--- src/rtl/acc_mid_logic_pkg.sv ---
package acc_mid_logic_pkg;
  localparam int INSTR_W = 16;
  localparam int EXT_W = 7;
  localparam logic [3:0] GROUP_CODE = 4'b0011;

  typedef enum logic [1:0] {
    OP_AND = 2'd0,
    OP_OR  = 2'd1,
    OP_XOR = 2'd2,
    OP_NOT = 2'd3
  } lop_e;

  typedef enum logic {
    SRC_AXH  = 1'b0,
    SRC_ACCM = 1'b1
  } lsrc_e;

  typedef struct packed {
    logic  legal;
    lop_e  op;
    lsrc_e src;
    logic  sel_s;
    logic  sel_d;
  } ldec_t;
endpackage

--- src/rtl/acc_mid_logic_dec.sv ---
module acc_mid_logic_dec
  import acc_mid_logic_pkg::*;
(
  input  logic [INSTR_W-1:0] instr,
  output ldec_t              dec
);
  logic unused_ext;
  assign unused_ext = ^instr[EXT_W-1:0];

  always_comb begin
    dec = '{legal: 1'b0, op: OP_AND, src: SRC_AXH, sel_s: instr[9], sel_d: instr[8]};
    if (instr[15:12] == GROUP_CODE) begin
      if (!instr[7]) begin
        dec.legal = 1'b1;
        case (instr[11:10])
          2'b00:   dec.op = OP_XOR;
          2'b01:   dec.op = OP_AND;
          2'b10:   dec.op = OP_OR;
          default: begin
            dec.src = SRC_ACCM;
            dec.op  = instr[9] ? OP_OR : OP_AND;
          end
        endcase
      end else if (instr[11:10] == 2'b00) begin
        dec.legal = 1'b1;
        dec.src   = SRC_ACCM;
        dec.op    = instr[9] ? OP_NOT : OP_XOR;
      end
    end
  end

  // a word outside the group never decodes as legal
  always_comb begin
    if (instr[15:12] != GROUP_CODE)
      a_r7_foreign_group: assert (!dec.legal);
  end
endmodule

--- src/rtl/acc_mid_logic_exec.sv ---
module acc_mid_logic_exec
  import acc_mid_logic_pkg::*;
#(
  parameter int HI_W  = 8,
  parameter int MID_W = 16,
  parameter int LO_W  = 16,
  localparam int ACC_W = HI_W + MID_W + LO_W
) (
  input  ldec_t             dec,
  input  logic [ACC_W-1:0]  acc0,
  input  logic [ACC_W-1:0]  acc1,
  input  logic [MID_W-1:0]  ax0_hi,
  input  logic [MID_W-1:0]  ax1_hi,
  output logic [MID_W-1:0]  res_mid,
  output logic [ACC_W-1:0]  new_acc
);
  localparam int NUM_ACC = 2;

  logic [ACC_W-1:0] acc_arr [NUM_ACC];
  logic [MID_W-1:0] mid_arr [NUM_ACC];
  logic [MID_W-1:0] axh_arr [NUM_ACC];
  logic [MID_W-1:0] opa, opb;

  assign acc_arr[0] = acc0;
  assign acc_arr[1] = acc1;
  assign axh_arr[0] = ax0_hi;
  assign axh_arr[1] = ax1_hi;

  for (genvar gi = 0; gi < NUM_ACC; gi++) begin : g_slice
    assign mid_arr[gi] = acc_arr[gi][LO_W +: MID_W];
  end

  always_comb begin
    opa = mid_arr[dec.sel_d];
    opb = (dec.src == SRC_AXH) ? axh_arr[dec.sel_s] : mid_arr[~dec.sel_d];
    case (dec.op)
      OP_AND:  res_mid = opa & opb;
      OP_OR:   res_mid = opa | opb;
      OP_XOR:  res_mid = opa ^ opb;
      default: res_mid = ~opa;
    endcase
    new_acc = acc_arr[dec.sel_d];
    new_acc[LO_W +: MID_W] = res_mid;
  end

  // top and bottom slices of the destination pass through
  always_comb begin
    a_r5_keep_edges: assert (new_acc[ACC_W-1 -: HI_W] == acc_arr[dec.sel_d][ACC_W-1 -: HI_W]
                          && new_acc[LO_W-1:0] == acc_arr[dec.sel_d][LO_W-1:0]);
  end
endmodule

--- src/rtl/acc_mid_logic_flags.sv ---
module acc_mid_logic_flags #(
  parameter int MID_W = 16
) (
  input  logic [MID_W-1:0] res_mid,
  output logic             zero,
  output logic             sign,
  output logic             carry,
  output logic             ovf
);
  assign zero  = (res_mid == '0);
  assign sign  = res_mid[MID_W-1];
  assign carry = 1'b0;
  assign ovf   = 1'b0;
endmodule

--- src/rtl/acc_mid_logic.sv ---
module acc_mid_logic
  import acc_mid_logic_pkg::*;
#(
  parameter int HI_W  = 8,
  parameter int MID_W = 16,
  parameter int LO_W  = 16,
  localparam int ACC_W = HI_W + MID_W + LO_W
) (
  input  logic               clk,
  input  logic               rst_n,
  input  logic               in_valid,
  output logic               in_ready,
  input  logic [INSTR_W-1:0] in_instr,
  input  logic [ACC_W-1:0]   in_acc0,
  input  logic [ACC_W-1:0]   in_acc1,
  input  logic [MID_W-1:0]   in_ax0_hi,
  input  logic [MID_W-1:0]   in_ax1_hi,
  output logic               out_valid,
  input  logic               out_ready,
  output logic               out_wr,
  output logic               out_illegal,
  output logic               out_dst,
  output logic [ACC_W-1:0]   out_acc,
  output logic               out_zero,
  output logic               out_sign,
  output logic               out_carry,
  output logic               out_ovf
);
  ldec_t            dec;
  logic [MID_W-1:0] res_mid;
  logic [ACC_W-1:0] new_acc;
  logic             f_zero, f_sign, f_carry, f_ovf;
  logic             accept;

  acc_mid_logic_dec u_dec (
    .instr (in_instr),
    .dec   (dec)
  );

  acc_mid_logic_exec #(.HI_W(HI_W), .MID_W(MID_W), .LO_W(LO_W)) u_exec (
    .dec     (dec),
    .acc0    (in_acc0),
    .acc1    (in_acc1),
    .ax0_hi  (in_ax0_hi),
    .ax1_hi  (in_ax1_hi),
    .res_mid (res_mid),
    .new_acc (new_acc)
  );

  acc_mid_logic_flags #(.MID_W(MID_W)) u_flags (
    .res_mid (res_mid),
    .zero    (f_zero),
    .sign    (f_sign),
    .carry   (f_carry),
    .ovf     (f_ovf)
  );

  assign in_ready = !out_valid || out_ready;
  assign accept   = in_valid && in_ready;

  always_ff @(posedge clk) begin
    if (!rst_n) begin
      out_valid   <= 1'b0;
      out_wr      <= 1'b0;
      out_illegal <= 1'b0;
      out_dst     <= 1'b0;
      out_acc     <= '0;
      out_zero    <= 1'b0;
      out_sign    <= 1'b0;
      out_carry   <= 1'b0;
      out_ovf     <= 1'b0;
    end else if (accept) begin
      out_valid   <= 1'b1;
      out_wr      <= dec.legal;
      out_illegal <= !dec.legal;
      out_dst     <= dec.legal ? dec.sel_d : 1'b0;
      out_acc     <= dec.legal ? new_acc : '0;
      out_zero    <= dec.legal && f_zero;
      out_sign    <= dec.legal && f_sign;
      out_carry   <= dec.legal && f_carry;
      out_ovf     <= dec.legal && f_ovf;
    end else if (out_ready) begin
      out_valid   <= 1'b0;
    end
  end

  a_r8_accept_fills: assert property (@(posedge clk) disable iff (!rst_n)
    (in_valid && in_ready) |=> out_valid);

  a_r9_hold_stalled: assert property (@(posedge clk) disable iff (!rst_n)
    (out_valid && !out_ready) |=> (out_valid && $stable(out_acc) && $stable(out_dst)
                                   && $stable(out_wr) && $stable(out_zero) && $stable(out_sign)));

  a_r7_illegal_quiet: assert property (@(posedge clk) disable iff (!rst_n)
    (out_valid && out_illegal) |-> (!out_wr && !out_zero && !out_sign && !out_carry && !out_ovf));

  a_r6_flags_match: assert property (@(posedge clk) disable iff (!rst_n)
    (out_valid && out_wr) |-> ((out_zero == (out_acc[LO_W +: MID_W] == '0))
                               && (out_sign == out_acc[LO_W + MID_W - 1])));
endmodule

--- config.mk ---
export PLATFORM = sky130hd
export DESIGN_NAME = acc_mid_logic
export DESIGN_NICKNAME = d
export VERILOG_FILES = /design/src/rtl/acc_mid_logic_pkg.sv /design/src/rtl/acc_mid_logic_dec.sv /design/src/rtl/acc_mid_logic_exec.sv /design/src/rtl/acc_mid_logic_flags.sv /design/src/rtl/acc_mid_logic.sv
export SDC_FILE = /design/constraint.sdc
export NUM_CORES = 1
export LEC_CHECK = 0
export BUFFER_PORTS_ARGS = -buffer_cell sky130_fd_sc_hd__buf_2
export CAP_MARGIN = 20
export CORE_MARGIN = 5
export CORE_UTILIZATION = 25
export DETAILED_ROUTE_END_ITERATION = 10
export PLACE_DENSITY = 0.5
export SYNTH_ARGS = -nofsm -noshare
export SYNTH_HDL_FRONTEND = slang
export SYNTH_SLANG_ARGS = --single-unit
--- constraint.sdc ---
create_clock -name clk -period 2.98 [get_ports clk]
set_input_delay 0.298 -clock clk [delete_from_list [all_inputs] [get_ports clk]]
set_output_delay 0.298 -clock clk [all_outputs]
set_load 0.05 [all_outputs]
Word-level counts from Yosys, hierarchy flattened
Index checks and enable logic that the tools add are counted.

Output and inout bits: 49. Latch bits: 0. Memories: 0. Memory bits (read-only): 0. RAM bits: 0. Logic and storage cells: 59. Register bits: 46.

Add/subtract/negate cells: 0. Reduce and logical (&&, ||, !) cells: 11. Shifts and indexed selects: 0. Equality and inequality tests: 5. Bitwise logic cells: 8. Magnitude comparators: 3. Mux-type cells: 25. Div/mod/pow operators: 0. Multipliers: 0.

Operators with widths (count): 16-bit two-way mux (10); 40-bit two-way mux (4); 16-bit one-hot mux with 3 select lines (1); 16-bit bitwise AND (1); 16-bit zero test (1); 16-bit NOT (1); 16-bit bitwise OR (1); 16-bit bitwise XOR (1); 4-bit two-way mux (3); 2-bit greater-or-equal comparator (second input constant) (3); 1-bit two-way mux (6); 1-bit NOT with 2-bit output (3); 2-bit one-hot mux with 3 select lines (1); 2-bit by 1-bit equality test with 1-bit output (second input constant) (2); 2-bit equality test (second input constant) (2); 4-bit by 2-bit equality test with 1-bit output (second input constant) (1); 2-bit zero test (2); 1-bit logical AND (3); 3-bit OR reduction (1); 1-bit zero test (2); 2-bit nonzero test (1); 1-bit logical OR (1); 1-bit NOT (1).

Depth between registers and ports, before layout
Gate-level depths: netlist of the first run.

Word-level depth: 10. Mapped depth: 13. Mapped depth without buffers: 11.

By module
A second synthesis of the first run with hierarchy kept.

Cells, all modules: 453. Area total of the unflattened synthesis: 4371.7 µm².

Modules (own cells, without submodules): acc_mid_logic_exec (times used 1, cells an instance 216, sequential area each 0.0 µm², area each 2193.4 µm²); acc_mid_logic (times used 1, cells an instance 213, sequential area each 960.9 µm², area each 2035.7 µm²); acc_mid_logic_dec (times used 1, cells an instance 15, sequential area each 0.0 µm², area each 82.6 µm²); acc_mid_logic_flags (times used 1, cells an instance 9, sequential area each 0.0 µm², area each 60.1 µm²).

Least setup slack after synthesis of the first run
OpenSTA, ideal clock, no wires.

Kind: input to register. From: input port in_instr[11]. To: register out_zero. Stages on the path: 12. Data arrival time: 2.955 ns. Buffers on the path: 2. Data required time: 2.911 ns. Setup slack: -0.044 ns. Cell sequence: clkbuf_1 -> nor3b_1 -> o21ai_1 -> buf_2 -> mux2_2 -> ha_1 -> a21oi_1 -> nor3_1 -> o32a_1 -> a2111oi_2 -> nand4_1 -> o21ai_1.

Longest elaborated chain between the ends: 10. Elaborated cells on any way between the ends: 19. Classes of those cells: eq/ne: 4; mux: 7; bitwise: 3; reduce/logical: 5.

Ends and longest elaborated chain: from (decl) (RTL line acc_mid_logic.sv:13) `input logic [INSTR_W-1:0] in_instr,`; 2-bit by 1-bit equality test with 1-bit output, or another cell as far along (RTL line acc_mid_logic_dec.sv:15) `case (instr[11:10])`; 3-bit OR reduction (no line); 1-bit two-way mux (RTL line acc_mid_logic_dec.sv:15); 4-bit two-way mux (*) (RTL line acc_mid_logic_dec.sv:13) `if (!instr[7]) begin`; 4-bit two-way mux (*) (RTL line acc_mid_logic_dec.sv:12) `if (instr[15:12] == GROUP_CODE) begin`; 16-bit two-way mux (RTL line acc_mid_logic_exec.sv:35) `opb = (dec.src == SRC_AXH) ? axh_arr[dec.sel_s] : mid_arr[~dec.sel_d];`; 16-bit bitwise XOR, or another cell as far along (RTL line acc_mid_logic_exec.sv:39) `OP_XOR: res_mid = opa ^ opb;`; 16-bit one-hot mux with 3 select lines (RTL line acc_mid_logic_exec.sv:36) `case (dec.op)`; 16-bit zero test (RTL line acc_mid_logic_flags.sv:10) `assign zero = (res_mid == '0);`; 1-bit logical AND (*) (RTL line acc_mid_logic.sv:78) `out_zero <= dec.legal && f_zero;`; to (signal assigned) (RTL line acc_mid_logic.sv:78); to (decl) (RTL line acc_mid_logic.sv:24) `output logic out_zero,`.

Mark *: on every way between the ends. The rest lies on a longest branch, timed or not. A chain may end at the register's enable or synchronous reset.

Final worst setup path of the first run
From: input port in_instr[7]. To: register out_zero.

Longest elaborated chain between the ends: 7. Elaborated cells on any way between the ends: 12. Classes of those cells: eq/ne: 2; mux: 4; bitwise: 3; reduce/logical: 3.

Ends and longest elaborated chain (RTL line): 4-bit two-way mux (*) (acc_mid_logic_dec.sv:13); 4-bit two-way mux (*) (acc_mid_logic_dec.sv:12); 16-bit two-way mux (acc_mid_logic_exec.sv:35); 16-bit bitwise XOR, or another cell as far along (acc_mid_logic_exec.sv:39); 16-bit one-hot mux with 3 select lines (acc_mid_logic_exec.sv:36); 16-bit zero test (acc_mid_logic_flags.sv:10); 1-bit logical AND (*) (acc_mid_logic.sv:78).

Marked as above.

==> results of run 1 <==
cells in the mapped netlist, types with 4 or more instances:
cell / instances / area, um^2
o21ai_0: 34 / 170.2
nor4_1: 5 / 31.28
dfxtp_1: 45 / 900.9
nand2_1: 54 / 202.7
a21boi_0: 9 / 67.56
nand3_1: 7 / 35.03
nor3_1: 5 / 25.02
clkbuf_1: 17 / 63.81
nor2_1: 7 / 26.28
buf_4: 4 / 30.03
mux2i_1: 65 / 650.6
o31a_1: 5 / 43.79
ha_1: 32 / 400.4
o21ai_1: 5 / 25.02
inv_1: 34 / 127.6
mux2_2: 23 / 259.0
a21oi_1: 8 / 40.04
or4_1: 4 / 30.03
nor2b_1: 4 / 25.02
buf_2: 16 / 80.08
o32a_1: 5 / 50.05
a32o_1: 6 / 60.06
and2_1: 33 / 206.5
buf_6: 4 / 45.04
o211ai_1: 4 / 30.03
o31ai_1: 10 / 75.07
how the worst max path moves through the flow:
stage	endpoint	slack (ns)	cells after the start
after floorplan	out_zero	0.08	13
after global placement	out_zero	0.16	13
after detailed placement	out_zero	0.10	13
after CTS	out_zero	0.38	13
after global routing	out_zero	0.22	13
final	out_zero	0.41	13
cell type report:
| cell class | instances | area, um^2 |
|---|---|---|
| Fill cell | 1732 | 10530 |
| Multi-Input combinational cell | 362 | 2751 |
| Timing Repair Buffer | 191 | 1021 |
| Sequential cell | 45 | 900.9 |
| Tap cell | 216 | 270.3 |
| Clock buffer | 7 | 142.6 |
| Inverter | 34 | 127.6 |
| Clock inverter | 1 | 30.03 |
logic make-up (layout without fill, tap and decap cells):
kind of cell             after synthesis  in the layout  synth area share
AO/OA/AOI/OAI                         99             99            0.1719
adder cells (fa/ha/maj)               32             32            0.1002
buffers and inverters                 76            233           0.08769
flip-flops                            45             45            0.2255
multiplexers                          88             88            0.2277
other                                  1              2         0.0009387
AND/OR/NAND/NOR                      141            141            0.1860
worst max-delay path, cell delays in order:
cell,delay [ns]
buf_2,0.10
nand2b_1,0.13
nor2_1,0.06
o21ai_2,0.21
buf_12,0.18
mux2_2,0.35
ha_1,0.29
a21oi_1,0.12
nor3_1,0.06
o32a_1,0.38
a2111oi_2,0.35
nand4_1,0.13
o21ai_1,0.13
registers in the layout, indices dropped and copies added (netlist names):
signal	flops
out_acc	40
out_dst	1
out_illegal	1
out_valid	1
out_wr	1
out_zero	1
where the power goes:
group | internal (mW) | switching [mW] | leakage, nW
clock | 0.419 | 0.218 | 0.0841
combinational | 0.209 | 0.248 | 2.12
sequential | 0.606 | 0.00260 | 0.363
total | 1.23 | 0.468 | 2.57
layer usage:
metal	routed length [um]	part of all wire
met1	5635	0.44
met2	6291	0.50
met3	563	0.044
met5	0	0
met4	184	0.015
per-stage QoR:
stage,cells,total power [mW],util,hold slack (ns)
after detailed placement,848,1.083,0.3216,0.4561
after CTS,856,1.726,0.3325,0.3163
after global placement,848,1.069,0.3216,0.4472
after floorplan,483,0.9153,-,0.4369
final,856,1.703,0.3325,0.3188
after global routing,856,1.801,0.3325,0.3287
==> flow_summary.json, run 1 <==
{
  "grt_overflow": 0,
  "setup_viol": 0,
  "drt_iter0_drc": 184,
  "rsz0062_at_grt": "no",
  "grt_pass1_wl_mm": 19.62,
  "maxCapViolations": 0,
  "crit_start": "in_instr[7]",
  "synth_edf_count": 0,
  "grt_max_degree": 44,
  "grtUsageMet1": 0.1649,
  "dieArea_um2": 18610,
  "synth_area_um2": 3995,
  "gp_congestion": 0.8245,
  "use_met2": 0.2273,
  "syn_to_final_growth_pct": 31.26,
  "tritoncts": "done",
  "syn_area_per_cell_um2": 8.289,
  "fp.coreArea_um2": 15770,
  "relSlewSlack": 0.5217,
  "grt_use_total": 0.1286,
  "dpl_worst_slack_ns": 0.1037,
  "antennaDiodeCount": 0,
  "fin_ws_ns": 0.4099,
  "fmax_mhz": 389.1,
  "first_pass_iters": 4,
  "clk_latency_ns": 0.28,
  "mostFrequentLayoutCells": "170 x buf_2, 65 x mux2i_1, 54 x nand2_1, 45 x dfxtp_1",
  "clkTransAtPathRegs_ns": 0.06,
  "final_layout_size_suffix_gt1_frac": 0.3578,
  "synthArstFlopShare": 0,
  "cts_max_level": 2,
  "critPathCaptureType": "flop",
  "drc_errors": 0,
  "cts_root_buffer": "clkbuf_16",
  "critPathMaxFanout": 14,
  "reg2reg_slack_ns": 1.21,
  "synth_seq_area_share": 0.2255,
  "finalCritPeriodShare": 0.8625,
  "antenna_found_initial": 0,
  "start_kind": "input pin",
  "holdBufCountCts": 0,
  "vias_per_cell": 4.626,
  "status": "finished, final reports clean",
  "r2r-end": "out_acc[5]",
  "holdPathStages": 3,
  "clk_path_buf_depth": 2,
  "ir_worst_vdd_v": 0.0002334,
  "critPathArrivalTime_ns": 2.78,
  "wl_per_cell_um": 14.81,
  "synthDistinctLibCells": 47,
  "detail-route-antenna-nets": 0,
  "vias": 3960,
  "die_w_um": 136.4,
  "ys_warn_count": 0,
  "layout_commonest_cell": "buf_2",
  "min_from": "in_valid",
  "die_h_um": 136.4,
  "p_leak_nw": 2.571,
  "synth-seq-cells": 45,
  "finalClockSkew_ns": 0.005390,
  "fin_nets": 803,
  "portBuffers": 171,
  "worst-setup-path-type": "in2reg",
  "io_pins": 181,
  "timing_worst_slew_pin_value_ns": 0.7160,
  "start_util": 0.2533,
  "grt.busiest_layer": "met2",
  "rr_worst_depth": 5,
  "worstHoldEndpoint": "out_valid",
  "power.density_nw_per_um2": 324.7,
  "wirelength_mm": 12.67,
  "cts_resized": 0,
  "cts_setup_buffers": 0,
  "fin_crit_ns": 2.570,
  "final_cell_area_um2": 5244,
  "dp_hpwl_mm": 10.37,
  "totalNegativeSetupSlack_ns": 0,
  "synthCells": 482,
  "first_global_vias": 3949,
  "cts_made_buffers": 5,
  "clock_sinks": 45,
  "slew_violations": 0,
  "hold_violations": 0,
  "crit_required_ns": 3.19,
  "synthFlopType": "dfxtp_1",
  "worstHoldPathType": "in2reg",
  "rows": 46,
  "r2r-start": "out_valid",
  "met3_usage": 0.01850,
  "postPlaceCellArea_um2": 5071
}
No activity file was read; power rests on OpenSTA's default activity.
==> run 2: changes to the inputs <==
--- a/config.mk
+++ b/config.mk
@@ -11,6 +11,7 @@
 export CORE_UTILIZATION = 25
 export DETAILED_ROUTE_END_ITERATION = 10
 export PLACE_DENSITY = 0.5
+export REMOVE_ABC_BUFFERS = 1
 export SYNTH_ARGS = -nofsm -noshare
 export SYNTH_HDL_FRONTEND = slang
 export SYNTH_SLANG_ARGS = --single-unit
==> flow_summary.json, run 2 (synthesis results as in run 1) <==
{
  "gp_congestion": 0.8337,
  "wl_per_cell_um": 15.12,
  "top_layer": "met4",
  "final_layout_size_suffix_gt1_frac": 0.3563,
  "portBuffers": 171,
  "drt-met1-wl_mm": 5.868,
  "antenna_found_initial": 0,
  "layout_commonest_cell": "buf_2",
  "final_cell_area_um2": 5230,
  "fin_nets": 804,
  "timing_worst_slew_pin_value_ns": 0.7623,
  "drt_iter0_drc": 131,
  "setup_viol": 0,
  "cts_resized": 0,
  "cts_setup_buffers": 0,
  "hold_violations": 0,
  "clk_latency_ns": 0.28,
  "start_kind": "input pin",
  "rsz0062_at_grt": "no",
  "detail-route-antenna-nets": 0,
  "final.fill_count": 1722,
  "relSlewSlack": 0.4906,
  "dieArea_um2": 18610,
  "clk_path_buf_depth": 2,
  "largest_register": "out_acc",
  "worstPathCellList": "buf_2, and4bb_2, o21ai_1, buf_4, mux2_2, ha_1, a21oi_1, nor3_1, o32a_1, a2111oi_2, nand4_1, o21ai_1",
  "vias_per_cell": 4.626,
  "wirelength_mm": 12.95,
  "clkTransAtPathRegs_ns": 0.06,
  "slew_violations": 0,
  "critPathSlowestCell": "a2111oi_2",
  "worstHoldPathType": "in2reg",
  "vias": 3960,
  "cts_made_buffers": 5,
  "mostFrequentLayoutCells": "170 x buf_2, 65 x mux2i_1, 54 x nand2_1, 45 x dfxtp_1",
  "start_util": 0.2533,
  "fmax_mhz": 377.7,
  "antennaDiodeCount": 0,
  "holdWs_ns": 0.3083,
  "rr_worst_depth": 6,
  "status": "finished, final reports clean",
  "cts_root_buffer": "clkbuf_16",
  "holdBufCountCts": 0,
  "finalCritPeriodShare": 0.8884,
  "ir_worst_vdd_v": 0.0002373,
  "power.density_nw_per_um2": 307.5,
  "postPlaceCellArea_um2": 5087,
  "io_pins": 181,
  "die_h_um": 136.4,
  "tritoncts": "done",
  "p_leak_nw": 2.566,
  "maxCapViolations": 0,
  "cp_num_cells": 12,
  "clock_sinks": 45,
  "critPathArrivalTime_ns": 2.86,
  "first_pass_iters": 4,
  "cts_max_level": 2,
  "crit_required_ns": 3.19,
  "grt_use_total": 0.1349,
  "wl_met3_um": 529,
  "critPathCaptureType": "flop",
  "worst-setup-path-type": "in2reg",
  "dp_hpwl_mm": 10.57,
  "grt_max_degree": 46,
  "cp_top_family": "compound AO/OA/AOI/OAI gates",
  "grt_pass1_wl_mm": 20.51,
  "crit_top_cell": "o21ai_1",
  "drc_errors": 0,
  "largest_reg_flops": 40,
  "fp.coreArea_um2": 15770,
  "first_global_vias": 4141,
  "wl_met2_mm": 6.242,
  "syn_to_final_growth_pct": 30.91,
  "holdPathStages": 3,
  "fin_crit_ns": 2.647,
  "die_w_um": 136.4,
  "finalClockSkew_ns": 0.003775,
  "cp.buffers_inverters": 2,
  "grt_overflow": 0,
  "critPathMaxFanout": 9,
  "rows": 46,
  "crit_path_max_incr_delay_ns": 0.41
}
## run 2: area by class of cell
class                   count  area, um^2  share of cell area
flip-flops and latches     45       900.9              0.1722
inverters                  34       127.6             0.02440
repair buffers            192        1041              0.1990
clock buffers               7       142.6             0.02727
well taps                 216       270.3             0.05167
multi-input cells         362        2748              0.5254
## run 2: worst reg2reg max path, delay by kind of cell, from the launching register on
kind            cells  cell delay, ns
buf+inv             1            0.42
flops               1            0.31
simple gates        4            0.93
compound gates      1            0.07
## run 2: power breakdown
group          switching, mW  total, mW  leakage (nW)  internal [mW]
registers            0.00232      0.609         0.363          0.607
clock network          0.211      0.540        0.0700          0.329
logic                  0.249      0.459          2.13          0.211
total                  0.462       1.61          2.57           1.15
## run 2: final timing paths
check	from	endpoint	slack [ns]
setup / recovery	in_instr[13]	out_zero	0.33
hold / removal	in_valid	out_valid	0.31
setup reg to reg	out_valid	out_acc[33]	1.14
hold reg to reg	out_acc[28]	out_acc[28]	0.46
## run 2: routing by layer
layer | track usage | vias to the layer above
li1 | - | 2020
met5 | 0 | -
met2 | 0.2295 | 105
met4 | 0.04311 | 0
met3 | 0.01776 | 18
met1 | 0.1765 | 1817
## run 2: per-stage QoR
stage	total power [mW]	utilization	setup TNS, ns	std cells	worst slack [ns]
6_report	1.608	0.3316	0	856	0.3326
5_1_grt	1.710	0.3316	0	856	0.1710
4_1_cts	1.634	0.3316	0	856	0.3359
3_5_place_dp	1.087	0.3226	0	849	0.05775
3_3_place_gp	1.073	0.3226	0	849	0.05175
2_1_floorplan	0.8698	-	-0.4997	441	-0.2427
